**config.mk**
```make
export PLATFORM = sky130hd
export DESIGN_NAME = sqrt_mmio_periph
export DESIGN_NICKNAME = d
export VERILOG_FILES = /design/src/rtl/sqrt_mmio_pkg.sv /design/src/rtl/sqrt_axil_regs.sv /design/src/rtl/sqrt_engine.sv /design/src/rtl/sqrt_mmio_periph.sv
export SDC_FILE = /design/constraint.sdc
export NUM_CORES = 1
export LEC_CHECK = 0
export BUFFER_PORTS_ARGS = -buffer_cell sky130_fd_sc_hd__buf_4
export CAP_MARGIN = 20
export CORE_MARGIN = 2
export CORE_UTILIZATION = 36
export CTS_CLUSTER_SIZE = 40
export DETAILED_ROUTE_END_ITERATION = 16
export PLACE_DENSITY = 0.53
export REMOVE_ABC_BUFFERS = 1
export SETUP_SLACK_MARGIN = 0.02
export SYNTH_ARGS = -nofsm -noshare
export SYNTH_HDL_FRONTEND = slang
export SYNTH_SLANG_ARGS = --single-unit
```
**constraint.sdc**
```tcl
create_clock -name aclk -period 2.9 [get_ports aclk]
set_input_delay 0.29 -clock aclk [delete_from_list [all_inputs] [get_ports aclk]]
set_output_delay 0.29 -clock aclk [all_outputs]
set_load 0.05 [all_outputs]
```
**src/rtl/sqrt_mmio_pkg.sv**
```systemverilog
package sqrt_mmio_pkg;

    typedef enum logic {
        ENG_IDLE = 1'b0,
        ENG_BUSY = 1'b1
    } eng_state_e;

    // Register slots, selected by the word index of the byte address
    localparam logic [1:0] SLOT_OPERAND = 2'd0;
    localparam logic [1:0] SLOT_CONTROL = 2'd1;
    localparam logic [1:0] SLOT_STATUS  = 2'd2;
    localparam logic [1:0] SLOT_RESULT  = 2'd3;

    // Status word bit positions
    localparam int FLAG_END = 0;
    localparam int FLAG_RUN = 1;
    localparam int FLAG_ERR = 2;

    // Control word bit position
    localparam int CMD_GO = 0;

    localparam logic [1:0] RESP_OKAY = 2'b00;

endpackage

```
**src/rtl/sqrt_axil_regs.sv**
```systemverilog
module sqrt_axil_regs
    import sqrt_mmio_pkg::*;
#(
    parameter int DATA_W = 32,
    parameter int ADDR_W = 4
) (
    input  logic                clk,
    input  logic                rst_n,
    input  logic [ADDR_W-1:0]   awaddr,
    input  logic                awvalid,
    output logic                awready,
    input  logic [DATA_W-1:0]   wdata,
    input  logic [DATA_W/8-1:0] wstrb,
    input  logic                wvalid,
    output logic                wready,
    output logic [1:0]          bresp,
    output logic                bvalid,
    input  logic                bready,
    input  logic [ADDR_W-1:0]   araddr,
    input  logic                arvalid,
    output logic                arready,
    output logic [DATA_W-1:0]   rdata,
    output logic [1:0]          rresp,
    output logic                rvalid,
    input  logic                rready,
    // engine side
    output logic [DATA_W-1:0]   operand,
    output logic                start,
    input  logic                eng_run,
    input  logic                eng_done,
    input  logic                eng_err,
    input  logic [DATA_W-1:0]   eng_result
);

    localparam int STRB_W   = DATA_W / 8;
    localparam int SLOT_LSB = $clog2(STRB_W);

    typedef struct packed {
        logic [DATA_W-1:0] operand;
        logic [DATA_W-1:0] control;
        logic [DATA_W-1:0] rdata;
        logic              start;
        logic              bvalid;
        logic              rvalid;
    } regs_t;

    regs_t q, d;

    logic              wr_go;
    logic              rd_go;
    logic [1:0]        wr_slot;
    logic [1:0]        rd_slot;
    logic [DATA_W-1:0] status_word;
    logic              unused_addr_bits;

    function automatic logic [DATA_W-1:0] lane_merge(
        input logic [DATA_W-1:0] old_v,
        input logic [DATA_W-1:0] new_v,
        input logic [STRB_W-1:0] lanes
    );
        logic [DATA_W-1:0] merged;
        merged = old_v;
        for (int i = 0; i < STRB_W; i++) begin
            if (lanes[i]) merged[i*8 +: 8] = new_v[i*8 +: 8];
        end
        return merged;
    endfunction

    assign wr_slot = awaddr[SLOT_LSB +: 2];
    assign rd_slot = araddr[SLOT_LSB +: 2];
    assign unused_addr_bits = ^{awaddr, araddr};

    // Address and data are taken together, one write at a time
    assign wr_go   = awvalid && wvalid && !q.bvalid;
    assign rd_go   = arvalid && !q.rvalid;

    always_comb begin
        status_word           = '0;
        status_word[FLAG_END] = eng_done;
        status_word[FLAG_RUN] = eng_run;
        status_word[FLAG_ERR] = eng_err;
    end

    always_comb begin
        d       = q;
        d.start = 1'b0;

        if (q.bvalid && bready) d.bvalid = 1'b0;
        if (wr_go) begin
            d.bvalid = 1'b1;
            unique case (wr_slot)
                SLOT_OPERAND: d.operand = lane_merge(q.operand, wdata, wstrb);
                SLOT_CONTROL: begin
                    d.control = lane_merge(q.control, wdata, wstrb);
                    d.start   = wstrb[CMD_GO / 8] && wdata[CMD_GO];
                end
                default: ;   // status and result are not writable
            endcase
        end

        if (q.rvalid && rready) d.rvalid = 1'b0;
        if (rd_go) begin
            d.rvalid = 1'b1;
            unique case (rd_slot)
                SLOT_OPERAND: d.rdata = q.operand;
                SLOT_CONTROL: d.rdata = q.control;
                SLOT_STATUS:  d.rdata = status_word;
                SLOT_RESULT:  d.rdata = eng_result;
                default:      d.rdata = '0;
            endcase
        end
    end

    always_ff @(posedge clk) begin
        if (!rst_n) q <= '0;
        else        q <= d;
    end

    assign awready = wr_go;
    assign wready  = wr_go;
    assign bvalid  = q.bvalid;
    assign bresp   = RESP_OKAY;
    assign arready = !q.rvalid;
    assign rvalid  = q.rvalid;
    assign rdata   = q.rdata;
    assign rresp   = RESP_OKAY;
    assign operand = q.operand;
    assign start   = q.start;

    AST_BVALID_HOLD: assert property (@(posedge clk) disable iff (!rst_n)
        bvalid && !bready |=> bvalid);
    AST_RVALID_HOLD: assert property (@(posedge clk) disable iff (!rst_n)
        rvalid && !rready |=> rvalid && $stable(rdata));
    AST_START_PULSE: assert property (@(posedge clk) disable iff (!rst_n)
        start |=> !start);
    AST_WRITE_ONE_AT_A_TIME: assert property (@(posedge clk) disable iff (!rst_n)
        bvalid |-> !awready);

endmodule

```
**src/rtl/sqrt_engine.sv**
```systemverilog
module sqrt_engine
    import sqrt_mmio_pkg::*;
#(
    parameter int DATA_W = 32
) (
    input  logic              clk,
    input  logic              rst_n,
    input  logic              start,
    input  logic [DATA_W-1:0] operand,
    output logic              run,
    output logic              done,
    output logic              err,
    output logic [DATA_W-1:0] result
);

    localparam int ROOT_W = DATA_W / 2;
    localparam int REM_W  = ROOT_W + 4;
    localparam int CNT_W  = $clog2(ROOT_W + 1);
    localparam logic [CNT_W-1:0] STEPS = CNT_W'(ROOT_W);

    typedef struct packed {
        eng_state_e        st;
        logic [CNT_W-1:0]  cnt;
        logic [DATA_W-1:0] src;    // operand captured at launch
        logic [DATA_W-1:0] opnd;   // digit pairs still to consume, top first
        logic [REM_W-1:0]  rem;    // two's complement partial remainder
        logic [ROOT_W-1:0] root;
        logic              done;
        logic              err;
    } eng_t;

    eng_t q, d;

    logic [REM_W-1:0]  trial;
    logic [REM_W-1:0]  rem_nx;
    logic [ROOT_W-1:0] root_nx;

    // One non-restoring step: bring down a digit pair, then subtract
    // (root<<2 | 1) on a non-negative remainder or add (root<<2 | 3) on a
    // negative one; the sign of the new remainder is the next root bit.
    always_comb begin
        trial = {q.rem[REM_W-3:0], q.opnd[DATA_W-1 -: 2]};
        if (!q.rem[REM_W-1]) rem_nx = trial - {2'b00, q.root, 2'b01};
        else                 rem_nx = trial + {2'b00, q.root, 2'b11};
        root_nx = {q.root[ROOT_W-2:0], ~rem_nx[REM_W-1]};
    end

    always_comb begin
        d = q;
        unique case (q.st)
            ENG_IDLE: begin
                if (start) begin
                    d.st   = ENG_BUSY;
                    d.cnt  = STEPS;
                    d.src  = operand;
                    d.opnd = operand;
                    d.rem  = '0;
                    d.root = '0;
                    d.done = 1'b0;
                    d.err  = 1'b0;
                end
            end
            ENG_BUSY: begin
                d.rem  = rem_nx;
                d.root = root_nx;
                d.opnd = q.opnd << 2;
                d.cnt  = q.cnt - 1'b1;
                if (q.cnt == CNT_W'(1)) begin
                    d.st   = ENG_IDLE;
                    d.done = 1'b1;
                    d.err  = q.src[DATA_W-1];
                    if (q.src[DATA_W-1]) d.root = '0;
                end
            end
            default: d.st = ENG_IDLE;
        endcase
    end

    always_ff @(posedge clk) begin
        if (!rst_n) q <= '0;
        else        q <= d;
    end

    assign run    = (q.st == ENG_BUSY);
    assign done   = q.done;
    assign err    = q.err;
    assign result = {{(DATA_W-ROOT_W){1'b0}}, q.root};

    // Wide copies used to check the floor-root property on completion
    logic [2*DATA_W-1:0] root_ext;
    logic [2*DATA_W-1:0] src_ext;
    logic [2*DATA_W-1:0] sq_lo;
    logic [2*DATA_W-1:0] sq_hi;
    assign root_ext = {{(2*DATA_W-ROOT_W){1'b0}}, q.root};
    assign src_ext  = {{DATA_W{1'b0}}, q.src};
    assign sq_lo    = root_ext * root_ext;
    assign sq_hi    = (root_ext + 1'b1) * (root_ext + 1'b1);

    AST_RUN_END_EXCL: assert property (@(posedge clk) disable iff (!rst_n)
        !(run && done));
    AST_END_HOLD: assert property (@(posedge clk) disable iff (!rst_n)
        done && !start |=> done);
    AST_START_LAUNCH: assert property (@(posedge clk) disable iff (!rst_n)
        !run && start |=> run && !done && !err);
    AST_START_IGNORED: assert property (@(posedge clk) disable iff (!rst_n)
        run && start |=> $stable(q.src));
    AST_FLOOR_ROOT: assert property (@(posedge clk) disable iff (!rst_n)
        done && !err |-> (sq_lo <= src_ext) && (sq_hi > src_ext));
    AST_ERR_SOURCE: assert property (@(posedge clk) disable iff (!rst_n)
        done |-> (err == q.src[DATA_W-1]));
    AST_ERR_ZERO: assert property (@(posedge clk) disable iff (!rst_n)
        err |-> (result == '0));

endmodule

```
**src/rtl/sqrt_mmio_periph.sv**
```systemverilog
module sqrt_mmio_periph
    import sqrt_mmio_pkg::*;
#(
    parameter int DATA_W = 32,
    parameter int ADDR_W = 4
) (
    input  logic                aclk,
    input  logic                aresetn,
    input  logic [ADDR_W-1:0]   s_awaddr,
    input  logic                s_awvalid,
    output logic                s_awready,
    input  logic [DATA_W-1:0]   s_wdata,
    input  logic [DATA_W/8-1:0] s_wstrb,
    input  logic                s_wvalid,
    output logic                s_wready,
    output logic [1:0]          s_bresp,
    output logic                s_bvalid,
    input  logic                s_bready,
    input  logic [ADDR_W-1:0]   s_araddr,
    input  logic                s_arvalid,
    output logic                s_arready,
    output logic [DATA_W-1:0]   s_rdata,
    output logic [1:0]          s_rresp,
    output logic                s_rvalid,
    input  logic                s_rready
);

    logic [DATA_W-1:0] operand;
    logic              start;
    logic              eng_run;
    logic              eng_done;
    logic              eng_err;
    logic [DATA_W-1:0] eng_result;

    sqrt_axil_regs #(
        .DATA_W (DATA_W),
        .ADDR_W (ADDR_W)
    ) u_regs (
        .clk        (aclk),
        .rst_n      (aresetn),
        .awaddr     (s_awaddr),
        .awvalid    (s_awvalid),
        .awready    (s_awready),
        .wdata      (s_wdata),
        .wstrb      (s_wstrb),
        .wvalid     (s_wvalid),
        .wready     (s_wready),
        .bresp      (s_bresp),
        .bvalid     (s_bvalid),
        .bready     (s_bready),
        .araddr     (s_araddr),
        .arvalid    (s_arvalid),
        .arready    (s_arready),
        .rdata      (s_rdata),
        .rresp      (s_rresp),
        .rvalid     (s_rvalid),
        .rready     (s_rready),
        .operand    (operand),
        .start      (start),
        .eng_run    (eng_run),
        .eng_done   (eng_done),
        .eng_err    (eng_err),
        .eng_result (eng_result)
    );

    sqrt_engine #(
        .DATA_W (DATA_W)
    ) u_engine (
        .clk     (aclk),
        .rst_n   (aresetn),
        .start   (start),
        .operand (operand),
        .run     (eng_run),
        .done    (eng_done),
        .err     (eng_err),
        .result  (eng_result)
    );

endmodule

```
; Yosys cells after proc, flatten, opt, wreduce, memory -nomap -nowiden
; Cells that the tools add are included.
; Widths: inputs -> output; s select.
[op_classes]
addsub = 3
eq_ne = 7
muxes = 12
bitwise_logic = 2
reduce_logical = 23
[ops]
columns = op, n
row1 = $pmux 70 s2, 1
row2 = $pmux 32 s4, 1
row3 = $mux 108, 1
row4 = $reduce_and 3->1, 9
row5 = $add 20x18->20, 1
row6 = $mux 20, 1
row7 = $sub 20x18->20, 1
row8 = $mux 18, 1
row9 = $mux 16, 1
row10 = $pmux 6 s2, 1
row11 = $logic_and 1x1->1, 6
row12 = $eq 5x1->1 const B, 1
row13 = $mux 1, 5
row14 = $sub 5x1->5 const B, 1
row15 = $eq 2x1->1 const B, 2
row16 = $eq 2x2->1 const B, 2
row17 = $logic_not 2->1, 2
row18 = $ne 2x2->1 const B, 2
row19 = $reduce_and 2->1, 2
row20 = $reduce_bool 2->1, 2
row21 = $logic_not 1->1, 2
row22 = $not 1->1, 2
[word_totals]
reg_bits = 207
in_bits = 51
wordCells = 67

; Longest topological paths before layout
[depth]
ltp_word = 6
ltp_mapped = 11

; By module
; From an unflattened synthesis, not the netlist that was laid out.
[hier_totals]
hier_cells = 1032
hier_area_um2 = 9203.8
[modules_own_cells]
columns = module, instances, cells_per_inst, area_each_um2
row1 = sqrt_axil_regs, 1, 516, 4798.4
row2 = sqrt_engine, 1, 516, 4405.5

; Worst setup path before layout
; OpenSTA, ideal clock, no wires.
[synth_path]
path_kind = reg2reg
from = reg u_engine.q[37] (netlist bit)
to = reg u_engine.q[37] (netlist bit)
setup_time_ns = 0.069
arrival_ns = 2.980
slack_ns = -0.149
path_stages_with_launch = 12
path_buffers = 3
cell_sequence = dfxtp_1 clkbuf_1 clkbuf_1 xnor2_1 ha_1 buf_4 a21oi_2 o21ai_0 a221o_1 or3_1 a211o_1 o21ai_1
[synth_via]
elab_chain_cells = 2
[synth_rtl]
columns = item, line
row1 = from (decl), sqrt_engine.sv:32  ; eng_t q, d;
row2 = from (signal assigned), sqrt_engine.sv:80  ; if (!rst_n) q <= '0;
row3 = from (signal assigned), sqrt_engine.sv:81  ; else q <= d;
row4 = $mux 20, sqrt_engine.sv:43  ; if (!q.rem[REM_W-1]) rem_nx = trial - {2'b00, q.root, 2'b01};
row5 = $pmux 70 s2, sqrt_engine.sv:50  ; unique case (q.st)
; Every way passes these cells.
; A chain may end at the register's enable or synchronous reset.

; Worst setup path in the final report
[layout_path]
from = reg u_engine.q[37] (netlist bit)
to = reg u_engine.q[34] (netlist bit)
; Same word-level chain as after synthesis.

==> results.toml <==
[status]
outcome = "complete, no violations"

[synth]
synth_area_um2 = 8700
synth_flop_cell = "dfxtp_1"
synth_edf_count = 0
synth_warnings = 0
async_reset_ff_share_pct = 0
ys_seq_elements = 175
synthCells = 989
synth-seq-area-share_pct = 40.3
synth_area_per_cell_um2 = 8.80
synthDistinctLibCells = 57

[final_layout]
nets = 1076
drive_gt1_share_pct = 15.7
fin_area_um2 = 9990
fin_util_pct = 42.3
num-fill-cells = 2381
antenna_cells = 0
area_delta_synth_final_pct = 14.8

[setup_path]
reg2regPathDepth = 10
timing.rr.end = "u_engine.q[34]"
reg2reg_from = "u_engine.q[37]"
r2r_setup_slack_ns = 0.29
start_kind = "register"
path_buf_inv = 1
critPathTopFamily = "compound AO/OA/AOI/OAI gates"
path_class = "register to register"
crit_path_cell_trace = "buf_4 -> xnor2_1 -> ha_1 -> nor2b_1 -> o21ai_1 -> a21boi_1 -> o41a_1 -> a211oi_1 -> mux2i_1 -> nand2_1"
crit_fanout = 9
end_kind = "register"
max_stage_delay_ns = 0.40
worst_path_max_delay_cell = "o41a_1"
worstPathRequired_ns = 3.21
arrival_ns = 2.92

[global_routing]
grt_pass1_wl_um = 34900
grt_max_degree = 122
grt_overflow = 0
grt_pass1_vias = 6543
antenna_found_initial = 0
grt_usage_pct = 16.8

[placement]
io_buffers = 83
dpl-instance-area_um2 = 9360
dp_hpwl_um = 14200
place_congestion = 0.777

[clocking]
cts.sinks = 175
cts_post_setup_buffers_inserted = 0
h-tree-depth = 4
ctsRootBufferMaster = "clkbuf_16"
path_clk_slew_ns = 0.08
max-clock-path-buffers = 2
cts_tree = "done"
clk_latency_ns = 0.43
ctsHoldBuffers = 0
cts_resized = 0
cts-buffers-inserted = 17

[detailed_routing]
wl_per_cell_um = 15.8
finalWirelength_um = 21100
via_count = 6711
ant_nets = 0
viasPerCell = 5.02
firstDrtPassIters = 8
drtIter0Drc = 397
drc_errors = 0

[sta]
report.final.slew_viol_count = 0
rsz0062_at_grt = "false"
max-slew-margin-rel_pct = 48.9
period_share_pct = 89.9
worst_pin_slew_ns = 0.757
fin_crit_ns = 2.61
fin_skew_ns = 0.0118
setup_violations = 0
hold_viol_final = 0
timing.fmax_mhz = 384
setup_tns_ns = 0
holdWs_ns = 0.0945

[floorplanning]
num_io_pins = 92
rows = 56
start_util_pct = 36.9
die_y_um = 159
die_width_um = 159
design.core.area_um2 = 23600
dieArea_um2 = 25400

[power_and_ir_drop]
p_sw_share_pct = 26.0
comb_power_share_pct = 8.3
peakVddDrop_mv = 0.333
pwr-share-clk_pct = 45.7
p_per_area_nw_per_um2 = 533
leakagePower_nw = 3.81
pwr-share-seq_pct = 46.0
p_sw_mw = 1.38
power.internal_mw = 3.94

[worst_hold_path]
holdPathEnd = "u_regs.rvalid"
min_from = "s_arvalid"
worstHoldPathCells = 2
holdCritPathClass = "input port to register"

[flow_run]
cap_violations = 0
-- worst register-to-register path: stages, from the launching register on --
cell and delay, ns:
dfxtp_1 0.33, buf_4 0.21, xnor2_1 0.15, ha_1 0.30, nor2b_1 0.16, o21ai_1 0.15, a21boi_1 0.16, o41a_1 0.40
a211oi_1 0.35, mux2i_1 0.22, nand2_1 0.07
-- sequential cells by signal (all words and copies together), names as in the netlist --
name / cells
u_engine.done: 1
u_engine.q: 57
u_engine.run: 1
u_regs.rdata: 32
u_regs.q: 32
u_regs.start: 1
u_regs.operand: 32
u_engine.result: 16
u_regs.bvalid: 1
u_engine.err: 1
u_regs.rvalid: 1
-- kinds of logic (layout without fill, tap and decap cells) --
kind of cell               after synthesis  count (layout)  share of synthesized area, %
DFF                                    175             175                          40.3
and+or+nand+nor                        337             337                          19.0
muxes                                   68              68                          8.48
other                                    1               4                        0.0431
AOI/OAI and AO/OA                      237             237                          19.1
buffers and inverters                  120             146                          6.93
xor gates and xnor gates                31              31                          3.28
adders and majority gates               20              20                          2.88
-- power groups by stage --
| stage | Combinational, mW | Clock, mW | Sequential, mW |
|---|---|---|---|
| final | 0.442 | 2.44 | 2.45 |
| after global placement | 0.445 | 0 | 2.51 |
| after detailed placement | 0.443 | 0 | 2.51 |
| after floorplan | 0.177 | 0 | 2.56 |
| after CTS | 0.446 | 2.50 | 2.45 |
| after global routing | 0.479 | 2.59 | 2.45 |
-- worst max path at each step --
| stage | from | end | slack [ns] | depth (start not counted) |
|---|---|---|---|---|
| 6_report | u_engine.q[37] | u_engine.q[34] | 0.29 | 10 |
| 5_1_grt | u_engine.q[37] | u_engine.q[34] | 0.13 | 10 |
| 4_1_cts | u_engine.q[37] | u_engine.q[34] | 0.31 | 10 |
| 3_5_place_dp | u_engine.q[37] | u_engine.q[34] | 0.35 | 10 |
| 3_3_place_gp | u_engine.q[37] | u_engine.q[34] | 0.35 | 10 |
| 2_1_floorplan | u_engine.run | u_engine.q[34] | -0.24 | 4 |
-- cell usage in the layout (no fill, tap or decap), types with 5 or more instances in the layout --
cell type,netlist,final
and2_1,33,33
nor2_1,12,12
nor2b_1,44,43
xnor2_1,27,27
o211a_1,15,15
nor3b_1,10,10
a22oi_1,33,33
a21o_1,9,9
nor3_1,6,6
o211ai_1,17,17
a21boi_0,69,69
o21a_1,5,5
mux2_2,16,16
nand2_1,146,146
inv_1,12,12
o21ai_0,47,47
nand3_1,68,68
dfxtp_1,175,173
mux2i_1,49,49
nand2b_1,5,5
ha_1,20,20
a21oi_1,19,19
buf_4,38,100
clkbuf_16,0,17
-- per-stage QoR --
stage	worst slack, ns	total power [mW]	std cells
after floorplan	-0.236	2.73	884
after global placement	0.352	2.95	1305
after detailed placement	0.347	2.95	1305
after CTS	0.307	5.39	1337
after global routing	0.127	5.52	1337
final	0.294	5.33	1337
-- cells in the mapped netlist, types with 15 or more instances --
| cell | instances | area, um^2 |
|---|---|---|
| dfxtp_1 | 175 | 3500 |
| nand2_1 | 146 | 548 |
| a21boi_0 | 69 | 518 |
| nand3_1 | 68 | 340 |
| clkbuf_1 | 65 | 244 |
| mux2i_1 | 49 | 490 |
| o21ai_0 | 47 | 235 |
| nor2b_1 | 44 | 275 |
| buf_4 | 38 | 285 |
| a22oi_1 | 33 | 248 |
| and2_1 | 33 | 206 |
| xnor2_1 | 27 | 236 |
| ha_1 | 20 | 250 |
| a21oi_1 | 19 | 95.1 |
| o211ai_1 | 17 | 128 |
| mux2_2 | 16 | 180 |
| o211a_1 | 15 | 150 |
-- cell type report --
cell class / count / area, um^2 / share of cell area [%]
Multi-Input combinational cell: 697 / 4620 / 46.3
Tap cell: 319 / 399 / 3.99
Clock inverter: 14 / 189 / 1.89
Timing Repair Buffer: 102 / 791 / 7.91
Clock buffer: 18 / 439 / 4.40
Inverter: 12 / 45.0 / 0.451
Sequential cell: 175 / 3510 / 35.1
-- routing by layer --
layer  global-route usage, %  vias up  wire length, um
met5                       0        -                0
met1                    23.4     3147            10600
met4                    4.30        0              179
met3                    3.15       11              679
met2                    26.7      109             9610
li1                        -     3444                -
(Power assumes the default switching activity.)
